$ cat src/rtl/sec_pol_pkg.sv
package sec_pol_pkg;

  typedef enum logic [2:0] {
    SM_NONE    = 3'd0,
    SM_VOL     = 3'd1,
    SM_VOL_TMP = 3'd2,
    SM_NV      = 3'd3,
    SM_NV_TMP  = 3'd4
  } sec_mode_e;

  typedef enum logic [1:0] {
    DC_REJECT = 2'd0,
    DC_PLAIN  = 2'd1,
    DC_KEYCHK = 2'd2
  } decision_e;

  typedef enum logic [2:0] {
    ST_IDLE   = 3'd0,
    ST_KEYCHK = 3'd1,
    ST_DONE   = 3'd2,
    ST_PULSE  = 3'd3,
    ST_GAP    = 3'd4
  } seq_state_e;

  // Mode from key-store state; fuse key wins over battery key.
  function automatic sec_mode_e select_mode(logic v_has, logic v_tmp,
                                            logic n_has, logic n_tmp);
    sec_mode_e m;
    if (n_has)      m = n_tmp ? SM_NV_TMP : SM_NV;
    else if (v_has) m = v_tmp ? SM_VOL_TMP : SM_VOL;
    else            m = SM_NONE;
    return m;
  endfunction

  function automatic logic mode_tamper(sec_mode_e m);
    return (m == SM_VOL_TMP) || (m == SM_NV_TMP);
  endfunction

  function automatic logic mode_keyed(sec_mode_e m);
    return m != SM_NONE;
  endfunction

  // Policy for a new stream.
  function automatic decision_e decide(sec_mode_e m, logic jtag, logic enc);
    decision_e d;
    if (jtag) begin
      // No decryption on the JTAG path; refused outright under tamper protection.
      if (enc || mode_tamper(m)) d = DC_REJECT;
      else                       d = DC_PLAIN;
    end else if (!enc) begin
      d = mode_tamper(m) ? DC_REJECT : DC_PLAIN;
    end else begin
      d = mode_keyed(m) ? DC_KEYCHK : DC_REJECT;
    end
    return d;
  endfunction

  // Stage enables: bit 0 decrypt, bit 1 decompress; both means decrypt first.
  function automatic logic [1:0] route_for(logic enc, logic cmp);
    return {cmp, enc};
  endfunction

endpackage

$ cat src/rtl/sec_key_store.sv
module sec_key_store
  import sec_pol_pkg::*;
(
  input  logic      clk,
  input  logic      rst_n,
  input  logic      vol_prog,
  input  logic      vol_erase,
  input  logic      vol_tamper_in,
  input  logic      nv_prog,
  input  logic      nv_tamper_in,
  output sec_mode_e mode,
  output logic      nv_locked
);

  logic v_has, v_tmp;
  logic n_has, n_tmp;

  // Battery-backed key: rewritable, erase wins over program.
  always_ff @(posedge clk or negedge rst_n) begin
    if (!rst_n) begin
      v_has <= 1'b0;
      v_tmp <= 1'b0;
    end else if (vol_erase) begin
      v_has <= 1'b0;
      v_tmp <= 1'b0;
    end else if (vol_prog) begin
      v_has <= 1'b1;
      v_tmp <= vol_tamper_in;
    end
  end

  // Fuse key: set once, later requests have no effect.
  always_ff @(posedge clk or negedge rst_n) begin
    if (!rst_n) begin
      n_has <= 1'b0;
      n_tmp <= 1'b0;
    end else if (nv_prog && !n_has) begin
      n_has <= 1'b1;
      n_tmp <= nv_tamper_in;
    end
  end

  assign mode      = select_mode(v_has, v_tmp, n_has, n_tmp);
  assign nv_locked = n_has;

endmodule

$ cat src/rtl/sec_fail_tally.sv
module sec_fail_tally #(
  parameter int FAIL_W = 8
) (
  input  logic              clk,
  input  logic              rst_n,
  input  logic              key_fail,
  output logic [FAIL_W-1:0] count
);

  localparam logic [FAIL_W-1:0] CNT_MAX = '1;

  always_ff @(posedge clk or negedge rst_n) begin
    if (!rst_n)                          count <= '0;
    else if (key_fail && count != CNT_MAX) count <= count + 1'b1;
  end

endmodule

$ cat src/rtl/sec_cfg_seq.sv
module sec_cfg_seq
  import sec_pol_pkg::*;
#(
  parameter int PULSE_W   = 4,
  parameter int RETRY_GAP = 6
) (
  input  logic       clk,
  input  logic       rst_n,
  input  sec_mode_e  mode,
  input  logic       cfg_start,
  input  logic       cfg_jtag,
  input  logic       cfg_enc,
  input  logic       cfg_cmp,
  input  logic       key_vld,
  input  logic       key_ok,
  output logic       cfg_accept,
  output logic       cfg_reject,
  output logic       status_n,
  output logic       dec_bypass,
  output logic [1:0] route,
  output logic       start_taken,
  output logic       key_fail
);

  localparam int SPAN  = (PULSE_W > RETRY_GAP) ? PULSE_W : RETRY_GAP;
  localparam int CNT_W = $clog2(SPAN + 1);
  localparam logic [CNT_W-1:0] PULSE_LD = CNT_W'(PULSE_W - 1);
  localparam logic [CNT_W-1:0] GAP_LD   = CNT_W'(RETRY_GAP - 1);

  seq_state_e       state;
  logic [CNT_W-1:0] cnt;
  logic             retry;
  logic             enc_active;
  decision_e        dec_now;

  assign start_taken = cfg_start && ((state == ST_IDLE) || (state == ST_DONE));
  assign key_fail    = (state == ST_KEYCHK) && key_vld && !key_ok;
  assign dec_now     = decide(mode, cfg_jtag, cfg_enc);

  always_ff @(posedge clk or negedge rst_n) begin
    if (!rst_n) begin
      state      <= ST_IDLE;
      cnt        <= '0;
      retry      <= 1'b0;
      enc_active <= 1'b0;
      route      <= 2'b00;
      cfg_accept <= 1'b0;
      cfg_reject <= 1'b0;
    end else begin
      cfg_accept <= 1'b0;
      cfg_reject <= 1'b0;
      case (state)
        ST_IDLE, ST_DONE: begin
          if (start_taken) begin
            case (dec_now)
              DC_PLAIN: begin
                cfg_accept <= 1'b1;
                enc_active <= 1'b0;
                route      <= route_for(1'b0, cfg_cmp);
                state      <= ST_DONE;
              end
              DC_KEYCHK: begin
                enc_active <= 1'b1;
                route      <= route_for(1'b1, cfg_cmp);
                state      <= ST_KEYCHK;
              end
              default: begin
                cfg_reject <= 1'b1;
                enc_active <= 1'b0;
                route      <= 2'b00;
                retry      <= 1'b0;
                cnt        <= PULSE_LD;
                state      <= ST_PULSE;
              end
            endcase
          end
        end
        ST_KEYCHK: begin
          if (key_vld) begin
            if (key_ok) begin
              cfg_accept <= 1'b1;
              state      <= ST_DONE;
            end else begin
              cfg_reject <= 1'b1;
              retry      <= 1'b1;
              cnt        <= PULSE_LD;
              state      <= ST_PULSE;
            end
          end
        end
        ST_PULSE: begin
          if (cnt == '0) begin
            if (retry) begin
              cnt   <= GAP_LD;
              state <= ST_GAP;
            end else begin
              state <= ST_IDLE;
            end
          end else begin
            cnt <= cnt - 1'b1;
          end
        end
        ST_GAP: begin
          if (cnt == '0) state <= ST_KEYCHK;
          else           cnt   <= cnt - 1'b1;
        end
        default: state <= ST_IDLE;
      endcase
    end
  end

  assign status_n   = (state != ST_PULSE);
  assign dec_bypass = !enc_active;

endmodule

$ cat src/rtl/bitsec_policy_ctrl.sv
module bitsec_policy_ctrl
  import sec_pol_pkg::*;
#(
  parameter int PULSE_W   = 4,
  parameter int RETRY_GAP = 6,
  parameter int FAIL_W    = 8
) (
  input  logic              clk,
  input  logic              rst_n,
  input  logic              vol_prog,
  input  logic              vol_erase,
  input  logic              vol_tamper_in,
  input  logic              nv_prog,
  input  logic              nv_tamper_in,
  input  logic              cfg_start,
  input  logic              cfg_jtag,
  input  logic              cfg_enc,
  input  logic              cfg_cmp,
  input  logic              key_vld,
  input  logic              key_ok,
  output logic              dec_bypass,
  output logic [1:0]        route,
  output logic              cfg_accept,
  output logic              cfg_reject,
  output logic              status_n,
  output logic [2:0]        mode_code,
  output logic [FAIL_W-1:0] fail_count
);

  sec_mode_e mode;
  logic      nv_locked;
  logic      start_taken;
  logic      key_fail;

  sec_key_store u_keys (
    .clk           (clk),
    .rst_n         (rst_n),
    .vol_prog      (vol_prog),
    .vol_erase     (vol_erase),
    .vol_tamper_in (vol_tamper_in),
    .nv_prog       (nv_prog),
    .nv_tamper_in  (nv_tamper_in),
    .mode          (mode),
    .nv_locked     (nv_locked)
  );

  sec_cfg_seq #(
    .PULSE_W   (PULSE_W),
    .RETRY_GAP (RETRY_GAP)
  ) u_seq (
    .clk         (clk),
    .rst_n       (rst_n),
    .mode        (mode),
    .cfg_start   (cfg_start),
    .cfg_jtag    (cfg_jtag),
    .cfg_enc     (cfg_enc),
    .cfg_cmp     (cfg_cmp),
    .key_vld     (key_vld),
    .key_ok      (key_ok),
    .cfg_accept  (cfg_accept),
    .cfg_reject  (cfg_reject),
    .status_n    (status_n),
    .dec_bypass  (dec_bypass),
    .route       (route),
    .start_taken (start_taken),
    .key_fail    (key_fail)
  );

  sec_fail_tally #(
    .FAIL_W (FAIL_W)
  ) u_tally (
    .clk      (clk),
    .rst_n    (rst_n),
    .key_fail (key_fail),
    .count    (fail_count)
  );

  assign mode_code = mode;

endmodule

$ cat config.mk
export PLATFORM = sky130hd
export DESIGN_NAME = bitsec_policy_ctrl
export DESIGN_NICKNAME = d
export VERILOG_FILES = /design/src/rtl/sec_pol_pkg.sv /design/src/rtl/sec_key_store.sv /design/src/rtl/sec_fail_tally.sv /design/src/rtl/sec_cfg_seq.sv /design/src/rtl/bitsec_policy_ctrl.sv
export SDC_FILE = /design/constraint.sdc
export NUM_CORES = 1
export LEC_CHECK = 0
export BUFFER_PORTS_ARGS = -buffer_cell sky130_fd_sc_hd__buf_2
export CORE_AREA = 2 2 62 64
export DETAILED_ROUTE_END_ITERATION = 7
export DIE_AREA = 0 0 64 66
export PLACE_DENSITY_LB_ADDON = 0.05
export SYNTH_ARGS = -nofsm -noshare
export SYNTH_HDL_FRONTEND = slang
export SYNTH_SLANG_ARGS = --single-unit
$ cat constraint.sdc
create_clock -name clk -period 2.1 [get_ports clk]
set_clock_uncertainty 0.15 [all_clocks]
set_input_delay 0.42 -clock clk [delete_from_list [all_inputs] [get_ports clk]]
set_output_delay 0.42 -clock clk [all_outputs]
set_load 0.01 [all_outputs]
# Word level (Yosys, flattened, before mapping)
# Cells that the tools add are included.
[totals] regBits=24 out_inout_bits=17 in_bits=13 word_cells=101
[classes] reduce_logical=23 n_mux=46 n_eq_ne=18 add_sub_neg=2
[op_table] cell="$mux W3" count=15
[op_table] cell="$pmux W3 S4" count=2
[op_table] cell="$mux W1" count=20
[op_table] cell="$ne A2 B2 Y1 const B" count=5
[op_table] cell="$eq A3 B2 Y1 const B" count=3
[op_table] cell="$add A8 B1 Y8 const B" count=1
[op_table] cell="$mux W2" count=4
[op_table] cell="$ne A8 B8 Y1 const B" count=1
[op_table] cell="$pmux W2 S2" count=2
[op_table] cell="$reduce_and A7 Y1" count=1
[op_table] cell="$eq A3 B3 Y1 const B" count=2
[op_table] cell="$logic_not A3 Y1" count=2
[op_table] cell="$ne A3 B2 Y1 const B" count=2
[op_table] cell="$pmux W1 S2" count=3
[op_table] cell="$logic_and A1 B1 Y1" count=5
[op_table] cell="$reduce_and A5 Y1" count=1
[op_table] cell="$ne A2 B1 Y1 const B" count=2
[op_table] cell="$reduce_and A4 Y1" count=1
[op_table] cell="$reduce_bool A2 Y1" count=2
[op_table] cell="$reduce_bool A4 Y1" count=1
[op_table] cell="$reduce_or A2 Y1" count=2
[op_table] cell="$eq A3 B1 Y1 const B" count=1
[op_table] cell="$logic_not A1 Y1" count=3
[op_table] cell="$logic_or A1 B1 Y1" count=3
[op_table] cell="5 further kinds" count=5

# Logic depth before layout (Yosys ltp)
# Gate-level depths: netlist (run 1).
[depth] word_depth=13 mapped_depth=8 ltp_nobuf=8

# Cells and area by module
# From an unflattened synthesis (run 1), not the netlist that was laid out.
[unflattened] cells_unflattened=125 hier_area_um2=1326.3
[modules_own_cells] mod="sec_cfg_seq" instances=1 area_each_um2=737.0 cells_each=74
[modules_own_cells] mod="sec_fail_tally" instances=1 area_each_um2=404.1 cells_each=34
[modules_own_cells] mod="sec_key_store" instances=1 area_each_um2=185.2 cells_each=17

# Worst setup path before layout (run 1)
# No wires, ideal clock.
[synth_path] kind="reg-to-reg" from="register u_keys.n_has, in the netlist u_keys.nv_locked" to="register u_seq.cnt[1]" arrival_time_ps=1685 setup_slack_ps=144 stages_incl_launch_ff=8 path_cell_list="dfrtp_1 > and2_1 > nor2_1 > nand2_1 > ha_1 > a211o_2 > o311a_1 > a22o_1"
[synth_between] elab_chain_cells=10 elab_cells_between_ends=16 cone_classes="eq/ne (5); mux (6); reduce/logical (5)"
[synth_lines] item="start: declaration" line_no="sec_key_store.sv:16" source="logic n_has, n_tmp;"
[synth_lines] item="start signal: assignment" line_no="sec_key_store.sv:35" source="n_has <= 1'b0;"
[synth_lines] item="start signal: assignment" line_no="sec_key_store.sv:38" source="n_has <= 1'b1;"
[synth_lines] item="$mux W3 (*)" line_no="sec_pol_pkg.sv:29" source="if (n_has) m = n_tmp ? SM_NV_TMP : SM_NV;"
[synth_lines] item="via mode_code[2]" line_no="bitsec_policy_ctrl.sv:26" source="output logic [2:0] mode_code,"
[synth_lines] item="$eq A3 B2 Y1 or $eq A3 B3 Y1 (tied branches)" line_no="sec_pol_pkg.sv:36" source="return (m == SM_VOL_TMP) || (m == SM_NV_TMP);"
[synth_lines] item="$logic_or A1 B1 Y1" line_no="sec_pol_pkg.sv:36"
[synth_lines] item="$mux W1 or $logic_or A1 B1 Y1 (tied branches)" line_no="sec_pol_pkg.sv:51, sec_pol_pkg.sv:48"
[synth_lines] item="$mux W2 or $mux W1 (tied branches)" line_no="sec_pol_pkg.sv:50, sec_pol_pkg.sv:48"
[synth_lines] item="$mux W2 (*)" line_no="sec_pol_pkg.sv:46" source="if (jtag) begin"
[synth_lines] item="$eq A2 B1 Y1 or $eq A2 B2 Y1 (tied branches)" line_no="sec_cfg_seq.sv:55" source="case (dec_now)"
[synth_lines] item="$reduce_or A2 Y1 (no source line) (*)"
[synth_lines] item="$ne A2 B2 Y1 (no source line) (*)"
[synth_lines] item="$reduce_and A7 Y1 (no source line) (*)"
[synth_lines] item="end signal: assignment" line_no="sec_cfg_seq.sv:100" source="cnt <= cnt - 1'b1;"
[synth_lines] item="end signal: assignment" line_no="sec_cfg_seq.sv:105" source="else cnt <= cnt - 1'b1;"
[synth_lines] item="end: declaration" line_no="sec_cfg_seq.sv:31" source="logic [CNT_W-1:0] cnt;"
# The timed path passes the listed nets; every way through them passes the cells marked *.
# A chain may end at the register's enable or synchronous reset.

# Final worst setup path (run 1)
[layout_path] from="register u_keys.n_has, in the netlist u_keys.nv_locked" to="register u_seq.cnt[1]"
[layout_between] elab_chain_cells=10 elab_cells_between_ends=16 cone_classes="eq/ne (5); mux (6); reduce/logical (5)"
[layout_lines] item="$mux W3 (*)" line_no="sec_pol_pkg.sv:29"
[layout_lines] item="$eq A3 B2 Y1 or $eq A3 B3 Y1 (tied branches)" line_no="sec_pol_pkg.sv:36"
[layout_lines] item="$logic_or A1 B1 Y1" line_no="sec_pol_pkg.sv:36"
[layout_lines] item="$mux W1 or $logic_or A1 B1 Y1 (tied branches)" line_no="sec_pol_pkg.sv:51, sec_pol_pkg.sv:48"
[layout_lines] item="$mux W2 or $mux W1 (tied branches)" line_no="sec_pol_pkg.sv:50, sec_pol_pkg.sv:48"
[layout_lines] item="$mux W2 (*)" line_no="sec_pol_pkg.sv:46"
[layout_lines] item="$eq A2 B1 Y1 or $eq A2 B2 Y1 (tied branches)" line_no="sec_cfg_seq.sv:55"
[layout_lines] item="$reduce_or A2 Y1 (no source line) (*)"
[layout_lines] item="$ne A2 B2 Y1 (no source line) (*)"
[layout_lines] item="$reduce_and A7 Y1 (no source line) (*)"
# Mark *: on every way between the ends. The rest lies on a longest branch, timed or not.

==> results.cfg, run 1 <==
[worst_hold_path]
worstHoldStart = vol_erase
worstHoldEndpoint = u_keys.v_tmp$_DFFE_PN0P_
hold_class = input pin to register
min_delay_path_depth = 2

[finish]
mostFrequentLayoutCell = buf_2
most-common-layout-cells = 29 x buf_2, 23 x dfrtp_1, 13 x nor2_1, 11 x nand2_1, 10 x inv_1
layout-drive-gt1-share = 0.306
layout.cell_area.non_filler_sq_um = 1630
utilization = 0.459
ant_cells = 0
area_growth_pct = 20.1
fin_cells = 221
num-nets-final = 194
nFillCells = 365

[grt]
grt_pass1_wl_mm = 4.63
grt_residual_overflow = 0
initial_antenna_violation_count = 0
maximum_number_of_pins_on_one_net_before_global_route_repair = 24
grt_usage = 0.142
first_global_vias = 1035

[place]
detailed_placement_wirelength_estimate_mm = 2.10
numPortBuffers = 29
gp_congestion = 0.754
dp_slack_ns = 0.0526
place_area_sq_um = 1570
place_inst = 216

[die]
die_width_um = 64
rows = 22
dieHeight_um = 66
number_of_placed_i_o_pins = 30
die_area_sq_um = 4220
core_region_area_sq_um = 3550
start_util = 0.382

[logic_synthesis]
mappedNetlistNets = 159
mappedNetlistArea_sq_um = 1360
synthesis.instances = 139
synth_edf_count = 0
synth_seq_cells = 23
distinct_cell_type_count_of_the_synthesized_netlist = 50
synth_async_sr_flop_share = 1.00
yosysWarningCount = 0
synthFlopType = dfrtp_1
avgSynthCellArea_sq_um = 9.77
seq_area_frac_synth = 0.424

[flow_run]
cap_viol_max_count = 0

[setup_path]
critPathRequiredTime_ns = 2.17
critical_path_peak_fanout = 7
crit_arrival_ns = 2.06
r2r_setup_slack_ns = 0.10
timing.critical_path.from_type = register
timing.critical_path.to_type = register
regToRegStartpoint = u_keys.nv_locked$_DFFE_PN0P_
path_class = register to register
r2r_cells = 8
r2r-end = u_seq.cnt[1]$_DFFE_PN0P_

[clock_tree]
clk_pin_slew_worst_paths_ns = 0.14
tritoncts = done
insertion_delay_ns = 0.31
cts_sinks = 23
clock_tree.root_cell = clkbuf_4
cts-buffers-inserted = 3
cts_max_path_buffers = 2
cts-htree-levels = 1
post-cts-setup-buffers = 0

[power_and_ir_drop]
peakVddDrop_mv = 0.469
cellLeakagePower_nw = 0.796
power_density_nw_per_um2 = 1040
finalPower_mw = 1.70

[sta]
post-route-period-util = 0.951
slew_violations = 0
timing.slew.headroom = 0.645
unrepaired_setup_endpoints_after_global_routing = no
hold_ws_ns = 0.104
peak_freq_mhz = 501
final.min_clock_period_ns = 2.00
setup_viol_count_final = 0
timing_worst_slew_pin_value_ns = 0.532
report.final.hold_viol_count = 0
setup_ws_ns = 0.104
setup-tns-final_ns = 0

[drt]
wirelength_met1_mm = 1.37
violation_count_after_the_first_detailed_routing_iteration = 39
detailroute.wirelength.met2_mm = 1.28
wl_per_cell_um = 12.7
via_count = 1110
top_signal_layer_used = met4
drt_pass1_iterations = 4
wirelength_mm = 2.80
drc = 0
detail_route.vias_per_cell = 5.02
wl_met3_um = 125
antenna_left = 0

[run_status]
outcome = finished, final reports clean
worst max-delay path: stages (launching register included):
cell      delay, ns
dfrtp_1        0.46
and2_1         0.17
nor2_1         0.08
nand2_1        0.13
ha_4           0.30
a211o_2        0.13
o311a_4        0.19
nand2b_1       0.07
a22o_1         0.23
how the worst max path moves through the flow:
stage               depth (start not counted)                       end                          from
floorplan                                   7  u_seq.cnt[1]$_DFFE_PN0P_  u_keys.nv_locked$_DFFE_PN0P_
global placement                            8  u_seq.cnt[1]$_DFFE_PN0P_  u_keys.nv_locked$_DFFE_PN0P_
detailed placement                          7  u_seq.cnt[1]$_DFFE_PN0P_  u_keys.nv_locked$_DFFE_PN0P_
CTS                                         7  u_seq.cnt[1]$_DFFE_PN0P_  u_keys.nv_locked$_DFFE_PN0P_
global route                                8  u_seq.cnt[1]$_DFFE_PN0P_  u_keys.nv_locked$_DFFE_PN0P_
finish                                      8  u_seq.cnt[1]$_DFFE_PN0P_  u_keys.nv_locked$_DFFE_PN0P_
repair_timing:
item                                   CTS  global route
endpoints found under the hold margin   23             0
setup endpoints to repair                0             3
resized for setup                        0             2
hold buffers                             1             0
state kept, by name, indices dropped and copies added (netlist names):
signal	flops
u_seq.cnt	3
u_seq.state	3
u_tally.count	8
u_seq.cfg_accept	1
u_seq.cfg_reject	1
u_seq.retry	1
u_keys.v_tmp	1
u_keys.v_has	1
u_keys.n_tmp	1
u_seq.route	2
u_keys.nv_locked	1
routing by layer:
| metal | vias up | GRT usage |
|---|---|---|
| li1 | 553 | - |
| met1 | 531 | 0.199 |
| met2 | 24 | 0.214 |
| met3 | 2 | 0.0204 |
| met4 | 0 | 0.0652 |
| met5 | - | 0 |
report_power, final:
part,internal [mW],switching (mW),total [mW]
logic,0.369,0.414,0.783
clock network,0.0711,0.141,0.212
registers,0.571,0.136,0.706
cells by family (layout without fill, tap and decap cells):
group / Yosys count / in the layout / synth area share
buffers and inverters: 15 / 49 / 0.0507
AND/OR/NAND/NOR: 61 / 61 / 0.267
XOR/XNOR: 3 / 3 / 0.0194
adder cells (fa/ha/maj): 7 / 7 / 0.0645
flip-flops: 23 / 23 / 0.424
multiplexers: 5 / 5 / 0.0424
AO/OA/AOI/OAI: 25 / 25 / 0.132
Yosys cell counts, types with 3 or more instances:
cell,instances,area [sq um]
nor2b_1,3,18.8
o21ai_0,5,25.0
nand2_1,11,41.3
inv_1,10,37.5
o21a_1,3,22.5
dfrtp_1,23,576
nor2_1,13,48.8
ha_1,7,87.6
buf_4,3,22.5
nand3_1,7,35.0
nand4_1,3,18.8
nand2b_1,4,25.0
layout make-up:
cell class                      count  area [sq um]  area share
Clock inverter                      1          5.00     0.00307
Multi-Input combinational cell    101           737       0.452
Inverter                           10          37.5      0.0230
Timing Repair Buffer               35           193       0.118
Sequential cell                    23           576       0.353
Clock buffer                        3          22.5      0.0138
Tap cell                           48          60.1      0.0368
Note: power is estimated with default switching activity, not from simulation.
==> run 2: changes to the inputs <==
Settings changed: ABC_AREA set to 1, CORE_AREA 2 2 62 64 to 2 2 64 66, DIE_AREA 0 0 64 66 to 0 0 66 68, TNS_END_PERCENT set to 50.
Clock period 2.1 ns to 2 ns, I/O delays scaled along.
==> results.cfg, run 2 <==
[die]
rows = 23
number_of_placed_i_o_pins = 30
die_area_sq_um = 4490
dieHeight_um = 68
die_width_um = 66
start_util = 0.382
core_region_area_sq_um = 3860

[worst_hold_path]
worstHoldEndpoint = u_keys.v_has$_DFFE_PN0P_
worstHoldStart = vol_erase
min_delay_path_depth = 2
hold_class = input pin to register

[drt]
drc = 0
wirelength_mm = 2.93
violation_count_after_the_first_detailed_routing_iteration = 30
antenna_left = 0
detail_route.vias_per_cell = 4.61
wl_per_cell_um = 10.7
via_count = 1258
drt_pass1_iterations = 4

[logic_synthesis]
yosysWarningCount = 0
mappedNetlistNets = 205
synthesis.instances = 185
synth_top_area_frac = 0.391
synthFlopType = dfrtp_1
seq_area_frac_synth = 0.391
post-synth-top-count-cell = nand2_1
synth_async_sr_flop_share = 1.00
synth_edf_count = 0
netlist.top_cell.by_area = dfrtp_1
distinct_cell_type_count_of_the_synthesized_netlist = 30
synth_seq_cells = 23
mappedNetlistArea_sq_um = 1470
synth_common_cells = 59 x nand2_1, 23 x dfrtp_1, 23 x inv_1, 11 x nand3_1, 11 x nor2_1
ys_top_cells_by_area = dfrtp_1 39%, nand2_1 15%, ha_1 6.0%
avgSynthCellArea_sq_um = 7.95

[place]
dp_slack_ns = -0.00185
detailed_placement_wirelength_estimate_mm = 2.35
place_area_sq_um = 1690
numPortBuffers = 29
gp_congestion = 0.814
place_inst = 266

[setup_path]
cp_num_buf_inv = 3
r2r_setup_slack_ns = 0.13
crit_arrival_ns = 1.89
timing.critical_path.slowest_cell_delay_ns = 0.38
timing.critical_path.to_type = register
critPathTopFamily = simple AND/OR/NAND/NOR gates
regToRegStartpoint = u_keys.nv_locked$_DFFE_PN0P_
critical_path.most_common_cell = nand2_2
r2r_cells = 13
critical_path_peak_fanout = 4
r2r-end = u_seq.cnt[2]$_DFFE_PN0P_
timing.critical_path.from_type = register
crit_chain = inv_2, nand2_2, nor2_2, nor3_2, inv_1, ha_4, inv_2, nand2_2, nand3_2, nor2_4, nand2_2, nand2_1, nand2_1
critical-path-slowest-cell = dfrtp_1
path_class = register to register
critPathRequiredTime_ns = 2.02

[clock_tree]
cts-htree-levels = 1
clock_tree.root_cell = clkbuf_8
tritoncts = done
cts-buffers-inserted = 3
insertion_delay_ns = 0.27
clk_pin_slew_worst_paths_ns = 0.09
cts_max_path_buffers = 2
cts_sinks = 23

[finish]
area_growth_pct = 22.2
layout-drive-gt1-share = 0.327
most-common-layout-cells = 57 x nand2_1, 29 x buf_2, 23 x dfrtp_1, 20 x inv_1
mostFrequentLayoutCell = nand2_1
ant_cells = 0
layout.cell_area.non_filler_sq_um = 1800
fin_cells = 273
largest-register = u_tally.count
largestRegisters = u_tally.count: 8 flops, u_seq.cnt: 3 flops, u_seq.state: 3 flops
largest_register_ffs = 8
num-nets-final = 244

[sta]
post-route-period-util = 0.936
setup_viol_count_final = 0
setup_ws_ns = 0.127
slew_violations = 0
timing.slew.headroom = 0.643
peak_freq_mhz = 534
timing_worst_slew_pin_value_ns = 0.535
final.min_clock_period_ns = 1.87
unrepaired_setup_endpoints_after_global_routing = yes
hold_ws_ns = 0.134
report.final.hold_viol_count = 0

[grt]
grt_usage = 0.151
maximum_number_of_pins_on_one_net_before_global_route_repair = 24
grt_pass1_wl_mm = 5.18
first_global_vias = 1218
initial_antenna_violation_count = 0
grt_residual_overflow = 0

[power_and_ir_drop]
psw_mw = 0.872
clock_power_frac = 0.155
power_density_nw_per_um2 = 1090
p_seq_frac = 0.370
cellLeakagePower_nw = 0.969
internal_power_mw = 1.08
finalPower_mw = 1.96
comb_power_share = 0.474
peakVddDrop_mv = 0.400
power.share.switching = 0.446

[flow_run]
cap_viol_max_count = 0

[run_status]
outcome = finished, final reports clean
[run 2: cell count changes after synthesis, sizes merged, moves of 3 or more]
cell	before	now
nand2	13	67
inv	10	26
nand3	7	15
nand2b	6	0
xnor2	1	5
nor2b	3	0
o21a	3	0
[run 2: cell families after synthesis]
kind of cell	share of synthesized area
flops	0.391
xor+xnor	0.0357
mux	0.00765
compound gates	0.0680
buf+inv	0.0978
simple gates	0.340
fa+ha+maj	0.0595
[run 2: metal layers]
| metal | global-route usage | vias to the layer above | wire [um] |
|---|---|---|---|
| met4 | 0.0612 | 0 | 37 |
| met1 | 0.182 | 588 | 1360 |
| met5 | 0 | - | 0 |
| met2 | 0.269 | 16 | 1460 |
| li1 | - | 650 | - |
| met3 | 0.0247 | 4 | 74 |
[run 2: through the flow]
step	util	setup TNS, ns
after global routing	0.466	-0.108
after CTS	0.452	0
after detailed placement	0.437	-0.00185
after global placement	0.437	0
after floorplan	-	0
final	0.466	0
[run 2: worst max-delay path by stage]
stage | from | endpoint | depth (start not counted) | slack, ns
finish | u_keys.nv_locked$_DFFE_PN0P_ | u_seq.cnt[2]$_DFFE_PN0P_ | 13 | 0.13
detailed placement | cfg_enc | u_seq.cnt[2]$_DFFE_PN0P_ | 11 | -0.002
global placement | cfg_enc | u_seq.cnt[0]$_DFFE_PN0P_ | 11 | 0.04
global route | u_keys.nv_locked$_DFFE_PN0P_ | u_seq.cnt[0]$_DFFE_PN0P_ | 13 | -0.04
floorplan | u_keys.n_tmp$_DFFE_PN0P_ | u_seq.cnt[2]$_DFFE_PN0P_ | 12 | 0.04
CTS | u_keys.nv_locked$_DFFE_PN0P_ | u_seq.cnt[2]$_DFFE_PN0P_ | 13 | 0.02
[run 2: power by group through the flow]
stage	registers, mW	logic [mW]	clock network, mW
2_1_floorplan	0.700	0.745	0
6_report	0.725	0.929	0.304
4_1_cts	0.727	0.922	0.315
3_3_place_gp	0.732	0.890	0
3_5_place_dp	0.734	0.919	0
5_1_grt	0.748	1.07	0.330
[run 2: final cells by class]
class | instances | area (sq um)
Tap cell | 50 | 62.6
Fill cell | 415 | 2060
Sequential cell | 23 | 576
Inverter | 27 | 106
Clock buffer | 3 | 41.3
Clock inverter | 1 | 5.00
Timing Repair Buffer | 38 | 215
Multi-Input combinational cell | 131 | 792
[run 2: timing repair]
action | 4_1_cts | 5_1_grt
endpoints found under the setup margin | 1 | 5
hold buffers | 1 | 0
pin swaps | 1 | 4
endpoints found under the hold margin | 23 | 0
resized for setup | 0 | 11
buffers inserted | 0 | 2
[run 2: worst register-to-register path, delay by kind of cell (launching register included)]
kind,cells,cell delay [ns]
buffers and inverters,3,0.19
flip-flops,1,0.38
adder cells (fa/ha/maj),1,0.27
AND/OR/NAND/NOR,9,0.77
